--- src/rtl/freq_lim_pkg.sv ---
package freq_lim_pkg;
   // Weights that bring each limit code into the 0.0001 ppm offset unit
   localparam int unsigned SOFT_WEIGHT_DEF = 7240;
   localparam int unsigned HARD_WEIGHT_DEF = 14;

   typedef enum logic {
      SCALE_MULT     = 1'b0,
      SCALE_SHIFTADD = 1'b1
   } scale_mode_e;
endpackage

--- src/rtl/flim_magnitude.sv ---
module flim_magnitude #(
   parameter int unsigned OFS_W = 32,
   localparam int unsigned MAG_W = OFS_W - 1
) (
   input  logic [OFS_W-1:0] ofs_i,
   output logic [MAG_W-1:0] mag_o
);
   localparam logic [OFS_W-1:0] MOST_NEG = {1'b1, {(OFS_W-1){1'b0}}};

   logic [OFS_W-1:0] negated;

   generate
      if (OFS_W < 2) begin : g_bad_width
         $error("flim_magnitude: OFS_W must be at least 2");
      end
   endgenerate

   always_comb begin
      negated = ~ofs_i + 1'b1;
      if (!ofs_i[OFS_W-1]) begin
         mag_o = ofs_i[MAG_W-1:0];
      end else if (ofs_i == MOST_NEG) begin
         mag_o = '1;                       // saturate instead of wrapping
      end else begin
         mag_o = negated[MAG_W-1:0];
      end
   end
endmodule

--- src/rtl/flim_scaler.sv ---
module flim_scaler
   import freq_lim_pkg::*;
#(
   parameter int unsigned CODE_W = 7,
   parameter int unsigned WEIGHT = SOFT_WEIGHT_DEF,
   parameter int unsigned LIM_W  = 31,
   parameter scale_mode_e MODE   = SCALE_MULT
) (
   input  logic [CODE_W-1:0] code_i,
   output logic [LIM_W-1:0]  lim_o
);
   localparam int unsigned WEIGHT_BITS = $clog2(WEIGHT + 1);

   generate
      if (CODE_W + WEIGHT_BITS > LIM_W) begin : g_bad_range
         $error("flim_scaler: scaled limit does not fit LIM_W");
      end
      if (WEIGHT == 0) begin : g_bad_weight
         $error("flim_scaler: WEIGHT must be nonzero");
      end

      if (MODE == SCALE_MULT) begin : g_mult
         assign lim_o = LIM_W'(code_i) * LIM_W'(WEIGHT);
      end else begin : g_shiftadd
         logic [LIM_W-1:0] acc;
         always_comb begin
            acc = '0;
            for (int b = 0; b < WEIGHT_BITS; b++) begin
               if (WEIGHT[b]) acc = acc + (LIM_W'(code_i) << b);
            end
         end
         assign lim_o = acc;
      end
   endgenerate
endmodule

--- src/rtl/flim_compare.sv ---
module flim_compare #(
   parameter int unsigned MAG_W = 31
) (
   input  logic             clk,
   input  logic             rst_n,
   input  logic             upd_i,
   input  logic [MAG_W-1:0] mag_i,
   input  logic [MAG_W-1:0] lim_i,
   output logic             alarm_o
);
   always_ff @(posedge clk or negedge rst_n) begin
      if (!rst_n) begin
         alarm_o <= 1'b0;
      end else if (upd_i) begin
         alarm_o <= (mag_i > lim_i);
      end
   end
endmodule

--- src/rtl/freq_limit_alarm.sv ---
module freq_limit_alarm
   import freq_lim_pkg::*;
#(
   parameter int unsigned OFS_W       = 32,
   parameter int unsigned SOFT_CODE_W = 7,
   parameter int unsigned HARD_CODE_W = 16,
   parameter int unsigned SOFT_WEIGHT = SOFT_WEIGHT_DEF,
   parameter int unsigned HARD_WEIGHT = HARD_WEIGHT_DEF,
   parameter scale_mode_e SOFT_MODE   = SCALE_SHIFTADD,
   parameter scale_mode_e HARD_MODE   = SCALE_MULT
) (
   input  logic                   clk,
   input  logic                   rst_n,
   input  logic                   ofs_valid,
   input  logic [OFS_W-1:0]       ofs_value,
   input  logic [SOFT_CODE_W-1:0] soft_code,
   input  logic [HARD_CODE_W-1:0] hard_code,
   input  logic                   hard_lock_en,
   output logic                   soft_alarm,
   output logic                   hard_alarm,
   output logic                   hard_unlock_evt
);
   localparam int unsigned MAG_W = OFS_W - 1;
   localparam logic [OFS_W-1:0] MOST_NEG = {1'b1, {(OFS_W-1){1'b0}}};

   logic [MAG_W-1:0] mag;
   logic [MAG_W-1:0] soft_lim;
   logic [MAG_W-1:0] hard_lim;

   flim_magnitude #(.OFS_W(OFS_W)) u_mag (
      .ofs_i (ofs_value),
      .mag_o (mag)
   );

   flim_scaler #(
      .CODE_W (SOFT_CODE_W), .WEIGHT (SOFT_WEIGHT), .LIM_W (MAG_W), .MODE (SOFT_MODE)
   ) u_soft_scale (
      .code_i (soft_code),
      .lim_o  (soft_lim)
   );

   flim_scaler #(
      .CODE_W (HARD_CODE_W), .WEIGHT (HARD_WEIGHT), .LIM_W (MAG_W), .MODE (HARD_MODE)
   ) u_hard_scale (
      .code_i (hard_code),
      .lim_o  (hard_lim)
   );

   flim_compare #(.MAG_W(MAG_W)) u_soft_cmp (
      .clk (clk), .rst_n (rst_n), .upd_i (ofs_valid),
      .mag_i (mag), .lim_i (soft_lim), .alarm_o (soft_alarm)
   );

   flim_compare #(.MAG_W(MAG_W)) u_hard_cmp (
      .clk (clk), .rst_n (rst_n), .upd_i (ofs_valid),
      .mag_i (mag), .lim_i (hard_lim), .alarm_o (hard_alarm)
   );

   // Only the hard alarm may break lock, and only when enabled
   assign hard_unlock_evt = hard_alarm & hard_lock_en;

   AST_SOFT_SET: assert property (@(posedge clk) disable iff (!rst_n)
      ofs_valid && (mag > soft_lim) |=> soft_alarm);
   AST_WITHIN_CLEAR: assert property (@(posedge clk) disable iff (!rst_n)
      ofs_valid && (mag <= hard_lim) |=> !hard_alarm);
   AST_HARD_SET: assert property (@(posedge clk) disable iff (!rst_n)
      ofs_valid && (mag > hard_lim) |=> hard_alarm);
   AST_NO_WRAP: assert property (@(posedge clk) disable iff (!rst_n)
      ofs_valid && (ofs_value == MOST_NEG) |=> soft_alarm && hard_alarm);
   AST_HOLD_IDLE: assert property (@(posedge clk) disable iff (!rst_n)
      !ofs_valid |=> $stable(soft_alarm) && $stable(hard_alarm));
   AST_EVT_SOURCE: assert property (@(posedge clk) disable iff (!rst_n)
      $rose(hard_unlock_evt) |-> hard_alarm && hard_lock_en);
endmodule

--- config.mk ---
export PLATFORM = sky130hd
export DESIGN_NAME = freq_limit_alarm
export DESIGN_NICKNAME = d
export VERILOG_FILES = /design/src/rtl/freq_lim_pkg.sv /design/src/rtl/flim_magnitude.sv /design/src/rtl/flim_scaler.sv /design/src/rtl/flim_compare.sv /design/src/rtl/freq_limit_alarm.sv
export SDC_FILE = /design/constraint.sdc
export NUM_CORES = 1
export LEC_CHECK = 0
export BUFFER_PORTS_ARGS = -buffer_cell sky130_fd_sc_hd__buf_2
export CAP_MARGIN = 25
export CORE_UTILIZATION = 59
export DETAILED_ROUTE_END_ITERATION = 12
export PLACE_DENSITY = 0.94
export SLEW_MARGIN = 20
export SYNTH_ARGS = -nofsm -noshare
export SYNTH_HDL_FRONTEND = slang
export SYNTH_SLANG_ARGS = --single-unit
--- constraint.sdc ---
create_clock -name clk -period 0.8 [get_ports clk]
set_clock_uncertainty 0.1 [all_clocks]
set_input_delay 0.16 -clock clk [delete_from_list [all_inputs] [get_ports clk]]
set_output_delay 0.16 -clock clk [all_outputs]
set_load 0.02 [all_outputs]
==> out/qor.yml, run 1 <==
globalRoute.totalOverflow: 43
synth.top_cells.by_count: "ha_1 (70), inv_1 (46), a21oi_1 (30)"
ctsLongestPathBuffers: 2
cts_root_buffer: "clkbuf_8"
synthesis.yosys.warnings: 0
synthDistinctLibCells: 56
synthMostInstantiatedCell: "ha_1"
failing_step: "5_1_grt"
synth.area.top_cells: "ha_1 (25%), fa_1 (14%), xor2_1 (5.7%)"
synth_edf_count: 0
netlist.area_leader.share: 0.248
globalplace.congestion: 1.01
flow.first_error: "[ERROR GRT-0116] Global routing finished with congestion. Check the congestion regions in the DRC Viewer."
io_pins: 62
die_w_um: 79.4
netlist_area_um2: 3530
dp_hpwl_um: 12400
synth_sequential_area_ratio: 0.0142
global_route_wire_length_before_repair_um: 35800
grt_pass1_vias: 6330
initial_core_util: 0.626
synth_area_per_cell_um2: 7.76
grtUsageTotal: 0.774
buffer_ports.inserted: 61
clkSinkCount: 2
yosys_register_bits: 2
run_status: "stopped before the end"
mappedNetlistNets: 608
asyncSetResetFlopFracSynth: 1.00
synth.largest_area_cell: "ha_1"
grt_start_max_net_pins: 30
ys.flop_type: "dfrtp_1"
place_inst: 725
postSynthCellCount: 455
floorplan.rows: 27
cts_made_buffers: 3
overall_die_height_um: 79.4
htree_num_levels: 1
## routing by layer
metal  track usage  overflow
met3         0.625         3
met4         0.804        13
met5         0.209         0
met1         0.751         0
met2         0.953        27
## timing repair
item                                   in CTS
hold buffers                                1
setup buffers                              10
endpoints found under the hold margin       2
setup endpoints to repair                   5
pin swaps                                  30
resized for setup                          37
gates cloned                                0
## logic make-up after synthesis
group | synth area share
adders and majority gates | 0.384
AOI/OAI and AO/OA | 0.213
buffers and inverters | 0.0616
DFF | 0.0142
xor gates and xnor gates | 0.104
and+or+nand+nor | 0.215
muxes | 0.00850
## metrics by stage
step / util / setup WS [ns] / area (µm²)
after floorplan: - / -3.38 / 3580
after global placement: 0.894 / -3.64 / 5050
after detailed placement: 0.894 / -4.41 / 5050
after CTS: 0.941 / -3.86 / 5310
==> run 2, diff against run 1 <==
- CORE_UTILIZATION: 59 -> 40
- PLACE_DENSITY: 0.94 -> default
- PLACE_DENSITY_LB_ADDON: default -> 0.15
==> out/qor.yml, run 2 <==
yosys_register_bits: 2  # unchanged
post_drt_wl_per_cell_um: 13.8
timing.hold.worst.class: "in2async"
postSynthCellCount: 455  # unchanged
initial_core_util: 0.421  # -0.205
drc: 0
timing.critical_path.from: "soft_code[3]"
setup.worst_path.end_class: "flip-flop"
worstReg2RegStart: "u_hard_cmp.alarm_o"
n_antenna_cell: 0
clock_latency_ns: 0.21
drt_first_iter_violations: 129
core_area_um2: 8380
worst-path-max-fanout: 5
drtPass1Iterations: 4
synth_sequential_area_ratio: 0.0142  # unchanged
synth.area.top_cells: "ha_1 (25%), fa_1 (14%), xor2_1 (5.7%)"
fin_worst_hold_slack_ns: 0.174
power_mw: 6.43
synth_xor_area_frac: 0.104  # unchanged
synthesis.yosys.warnings: 0  # unchanged
vdd_drop_max_v: 0.000670
setup.worst_path.end: "u_soft_cmp.alarm_o"
clkSinkCount: 2  # unchanged
synth.top_cells.by_count: "ha_1 (70), inv_1 (46), a21oi_1 (30)"
synth.largest_area_cell: "ha_1"
ys.flop_type: "dfrtp_1"
setup_viol: 5
ctsLongestPathBuffers: 2  # unchanged
worst_slew_pin_tran_ns: 0.447
finalCoreUtilization: 0.644
overall_die_height_um: 96.0  # +21%
run_status: "finished with violations"
dp_hpwl_um: 9170  # -26%
asyncSetResetFlopFracSynth: 1.00  # unchanged
nNetsFinal: 822
post_synth_adder_cell_area: 0.384  # unchanged
worstRegToRegCells: 2
synthDistinctLibCells: 56  # unchanged
leakagePower_nw: 2.72
synth_edf_count: 0  # unchanged
global_route_wire_length_before_repair_um: 17100
synth_area_per_cell_um2: 7.76  # unchanged
drt-total-wl_um: 10700
cts_root_buffer: "clkbuf_8"
worstReg2RegEnd: "u_hard_cmp.alarm_o"
io_pins: 62  # unchanged
power-per-cell-area_nw_per_um2: 1190
layout_commonest_cell: "buf_4"
synthMostInstantiatedCell: "ha_1"
failing_checks: "setup timing"
worst-r2r-setup-slack_ns: 0.01
leading_cell_types_in_the_layout_fill_and_taps_excluded: "buf_4 (158), ha_1 (65), buf_2 (53), inv_1 (42), nand2_1 (29)"
cts_made_buffers: 3  # unchanged
synth_simple_gate_area_share: 0.215  # unchanged
cp-start-kind: "primary input"
tritoncts: "yes"
mappedNetlistNets: 608  # unchanged
slack_of_the_critical_path_ns: -3.52
grt_antenna_before_repair: 0
die_w_um: 96.0  # +21%
cap_viol_max_count: 0
largest_family_of_logic_cells_by_synthesized_area: "adder cells"
grt_setup_unrepaired: "true"
slew-limit-headroom: 0.699
routed_vias_inst: 5.36
timing.critical_path.arrival_ns: 4.31
fin_crit_sh: 5.40
mux_share_of_post_synthesis_cell_area: 0.00850  # unchanged
synth_compound_gate_area_share: 0.213  # unchanged
buffer_ports.inserted: 61  # unchanged
globalplace.congestion: 0.870  # -14%
drtAntennaViolNets: 0
area_growth_from_synthesis_to_layout_pct: 52.8
floorplan.rows: 33  # +22%
netlist.area_leader.share: 0.248  # unchanged
cp_data_required_time_ns: 0.79
layout-drive-gt1-share: 0.412
globalRoute.totalOverflow: 0
grt_pass1_vias: 4010
path_clk_slew_ns: 0.03
slew_viol_final: 0
grtUsageTotal: 0.232
htree_num_levels: 1  # unchanged
vias: 4145
top_registers: "u_hard_cmp.alarm_o x1, u_soft_cmp.alarm_o x1"
critPathKind: "in2reg"
maxClockFrequency_mhz: 231
min_period_ns: 4.32
hold_violations: 0
grt_start_max_net_pins: 21
dieArea_um2: 9210
netlist_area_um2: 3530  # unchanged
run 2: cell counts after synthesis:
Identical to the previous run, type by type.
run 2: power breakdown:
part	total [mW]	switching (mW)	internal, mW	leakage [nW]
registers	0.102	0.000112	0.102	0.0172
clock network	0.430	0.0911	0.339	0.0228
logic	5.90	2.85	3.05	2.68
run 2: cell families after synthesis:
kind of cell / after synthesis
DFF: 2
adders and majority gates: 94
buffers and inverters: 56
and+or+nand+nor: 143
xor gates and xnor gates: 42
muxes: 3
AOI/OAI and AO/OA: 115
run 2: cell type report:
class                           count  area, µm²
Sequential cell                     2       51.3
Inverter                           46        173
Timing Repair Buffer              219       1550
Clock buffer                        4       45.0
Fill cell                         760       2990
Tap cell                          105        131
Multi-Input combinational cell    397       3450
run 2: worst max-delay path, stage by stage:
cell      delay (ns)
buf_8           0.10
buf_4           0.15
ha_1            0.32
inv_1           0.07
o21ai_2         0.15
a21oi_2         0.09
o21ai_2         0.21
buf_4           0.14
buf_4           0.10
nand3_2         0.09
xnor2_2         0.15
fa_1            0.48
inv_1           0.04
ha_1            0.31
nor2b_1         0.15
o21a_1          0.21
or3_1           0.31
nand2_1         0.09
ha_1            0.24
nor2b_1         0.14
o21ai_1         0.12
o211ai_1        0.11
o221a_2         0.24
o21ai_2         0.07
a21oi_2         0.07
run 2: worst min path at each step:
| stage | startpoint | end | slack, ns |
|---|---|---|---|
| after floorplan | rst_n | u_hard_cmp.alarm_o | -0.24 |
| after global routing | rst_n | u_soft_cmp.alarm_o | 0.19 |
| after detailed placement | rst_n | u_soft_cmp.alarm_o | -0.15 |
| final | rst_n | u_hard_cmp.alarm_o | 0.17 |
| after CTS | rst_n | u_hard_cmp.alarm_o | 0.16 |
| after global placement | rst_n | u_soft_cmp.alarm_o | -0.15 |
run 2: routing by layer:
layer  routed length (µm)  GRT usage  up-vias
li1                     -          -     2098
met1                 4720      0.284     1952
met2                 5470      0.442       73
met3                  268     0.0134       22
met4                  247     0.0485        0
met5                    0          0        -
run 2: timing repair:
item | in CTS | in global routing
resized for setup | 28 | 22
hold buffers | 1 | 0
pin swaps | 29 | 30
setup buffers | 2 | 6
hold endpoints to repair | 2 | 0
setup endpoints to repair | 5 | 5
run 2: stage by stage:
stage | worst slack [ns] | area (µm²) | instances | setup TNS, ns
6_report | -3.52 | 5400 | 773 | -6.93
5_1_grt | -3.80 | 5400 | 773 | -7.47
4_1_cts | -3.63 | 5260 | 767 | -7.05
3_5_place_dp | -3.89 | 5090 | 760 | -7.11
3_3_place_gp | -3.75 | 5090 | 760 | -6.85
2_1_floorplan | -3.38 | 3580 | 455 | -5.93
No activity file was read; power rests on OpenSTA's default activity.
==> run 3, diff against run 2 <==
- CAP_MARGIN: 25 -> default
- RECOVER_POWER: default -> 25
==> out/qor.yml, run 3 (synthesized netlist as in run 2, its figures left out) <==
clkSinkCount: 2  # unchanged
n_antenna_cell: 0  # unchanged
final_cell_count_no_fill: 773  # unchanged
cap_viol_max_count: 0  # unchanged
layout_commonest_cell: "buf_4"
power-per-cell-area_nw_per_um2: 1190  # about the same
vias: 4149  # +0.097%
area_growth_from_synthesis_to_layout_pct: 52.7  # about the same
timing.critical_path.arrival_ns: 4.31  # about the same
slew-limit-headroom: 0.699  # about the same
setup.worst_path.end_class: "flip-flop"
worst-path-max-fanout: 5  # unchanged
buffer_ports.inserted: 61  # unchanged
drc: 0  # unchanged
clock_latency_ns: 0.21  # about the same
grt_antenna_before_repair: 0  # unchanged
setup_viol: 5  # unchanged
setup.worst_path.end: "u_soft_cmp.alarm_o"
totalNegativeSetupSlack_ns: -6.93  # +0.00206 ns
globalplace.congestion: 0.870  # unchanged
cp_data_required_time_ns: 0.79  # about the same
multi_input_area_um2: 3450  # unchanged
cp_num_buf_inv: 6  # unchanged
worstReg2RegEnd: "u_hard_cmp.alarm_o"
power_mw: 6.43  # about the same
nFillCells: 760  # unchanged
slack_of_the_critical_path_ns: -3.52  # -0.00113 ns
cts_made_buffers: 3  # unchanged
maxClockFrequency_mhz: 231  # about the same
htree_num_levels: 1  # unchanged
worstRegToRegCells: 2  # unchanged
critPathKind: "in2reg"
fin_crit_sh: 5.40  # about the same
worstSetupPathDepth: 25  # unchanged
place_inst: 760  # unchanged
drtPass1Iterations: 4  # unchanged
grt_start_max_net_pins: 21  # unchanged
register_area_um2: 51.3  # unchanged
hold_violations: 0  # unchanged
timing.critical_path.from: "soft_code[3]"
worst_slew_pin_tran_ns: 0.446  # -0.000668 ns
layout-drive-gt1-share: 0.410  # -0.00150
postPlaceCellArea_um2: 5090  # unchanged
vdd_drop_max_v: 0.000670  # about the same
ctsLongestPathBuffers: 2  # unchanged
fin_worst_hold_slack_ns: 0.175  # +0.000472 ns
drt_first_iter_violations: 128  # -0.78%
min_period_ns: 4.32  # +0.00113 ns
globalRoute.totalOverflow: 0  # unchanged
cp_top_family: "adder cells"
grt_pass1_vias: 4010  # unchanged
routed_vias_inst: 5.37  # about the same
timing.hold.worst.class: "in2async"
worst-r2r-setup-slack_ns: 0.01  # about the same
worstReg2RegStart: "u_hard_cmp.alarm_o"
floorplan.rows: 33  # unchanged
post_drt_wl_per_cell_um: 13.8  # -0.11%
top_registers: "u_hard_cmp.alarm_o x1, u_soft_cmp.alarm_o x1"
leakagePower_nw: 2.72  # -0.10%
final_design_area_no_fill_um2: 5400  # about the same
initial_core_util: 0.421  # unchanged
core_area_um2: 8380  # unchanged
dieArea_um2: 9210  # unchanged
slowest_stage: "fa_1"
path_clk_slew_ns: 0.03  # about the same
tritoncts: "yes"
critPathMaxStageDelay_ns: 0.48  # about the same
overall_die_height_um: 96.0  # unchanged
cp-start-kind: "primary input"
nNetsFinal: 822  # unchanged
slew_viol_final: 0  # unchanged
die_w_um: 96.0  # unchanged
drt-total-wl_um: 10700  # -0.11%
run_status: "finished with violations"
leading_cell_types_in_the_layout_fill_and_taps_excluded: "buf_4 (158), ha_1 (65), buf_2 (52), inv_1 (42), nand2_1 (29)"
dp_hpwl_um: 9170  # unchanged
grt_setup_unrepaired: "true"
drtAntennaViolNets: 0  # unchanged
io_pins: 62  # unchanged
grtUsageTotal: 0.232  # unchanged
failing_checks: "setup timing"
global_route_wire_length_before_repair_um: 17100  # unchanged
cts_root_buffer: "clkbuf_8"
## run 3: repair_timing
action	4_1_cts	5_1_grt
setup endpoints to repair	5	5
gates resized for setup	28	22
pin swaps	29	30
hold buffers	1	0
buffers inserted	2	6
hold endpoints to repair	2	0
## run 3: how the worst min path moves through the flow
stage               start                 end  slack [ns]  cells after the start
floorplan           rst_n  u_hard_cmp.alarm_o       -0.24                      0
global placement    rst_n  u_soft_cmp.alarm_o       -0.15                      1
detailed placement  rst_n  u_soft_cmp.alarm_o       -0.15                      1
CTS                 rst_n  u_hard_cmp.alarm_o        0.16                      2
global route        rst_n  u_soft_cmp.alarm_o        0.19                      2
finish              rst_n  u_hard_cmp.alarm_o        0.17                      2
## run 3: power breakdown
| group | internal (mW) | leakage [nW] | total (mW) | switching, mW |
|---|---|---|---|---|
| clock network | 0.339 | 0.0228 | 0.429 | 0.0897 |
| registers | 0.102 | 0.0172 | 0.102 | 0.000112 |
| logic | 3.05 | 2.68 | 5.90 | 2.85 |
## run 3: cell type report
| class | instances | share of cell area |
|---|---|---|
| clock buffer | 4 | 0.00835 |
| inverter | 46 | 0.0320 |
| multi-input combinational | 397 | 0.639 |
| sequential | 2 | 0.00951 |
| tap | 105 | 0.0244 |
| timing repair buffer | 219 | 0.287 |
## run 3: per-stage QoR
step,worst slack (ns),util
2_1_floorplan,-3.38,-
3_3_place_gp,-3.75,0.607
3_5_place_dp,-3.89,0.607
4_1_cts,-3.63,0.627
5_1_grt,-3.80,0.644
6_report,-3.52,0.644
## run 3: per-layer routing
metal | GRT usage | vias up | share of wire | wire length (µm)
met5 | 0 | - | 0 | 0
met3 | 0.0134 | 20 | 0.025 | 266
met1 | 0.284 | 1957 | 0.44 | 4710
met4 | 0.0485 | 0 | 0.023 | 241
li1 | - | 2098 | - | -
met2 | 0.442 | 74 | 0.51 | 5470
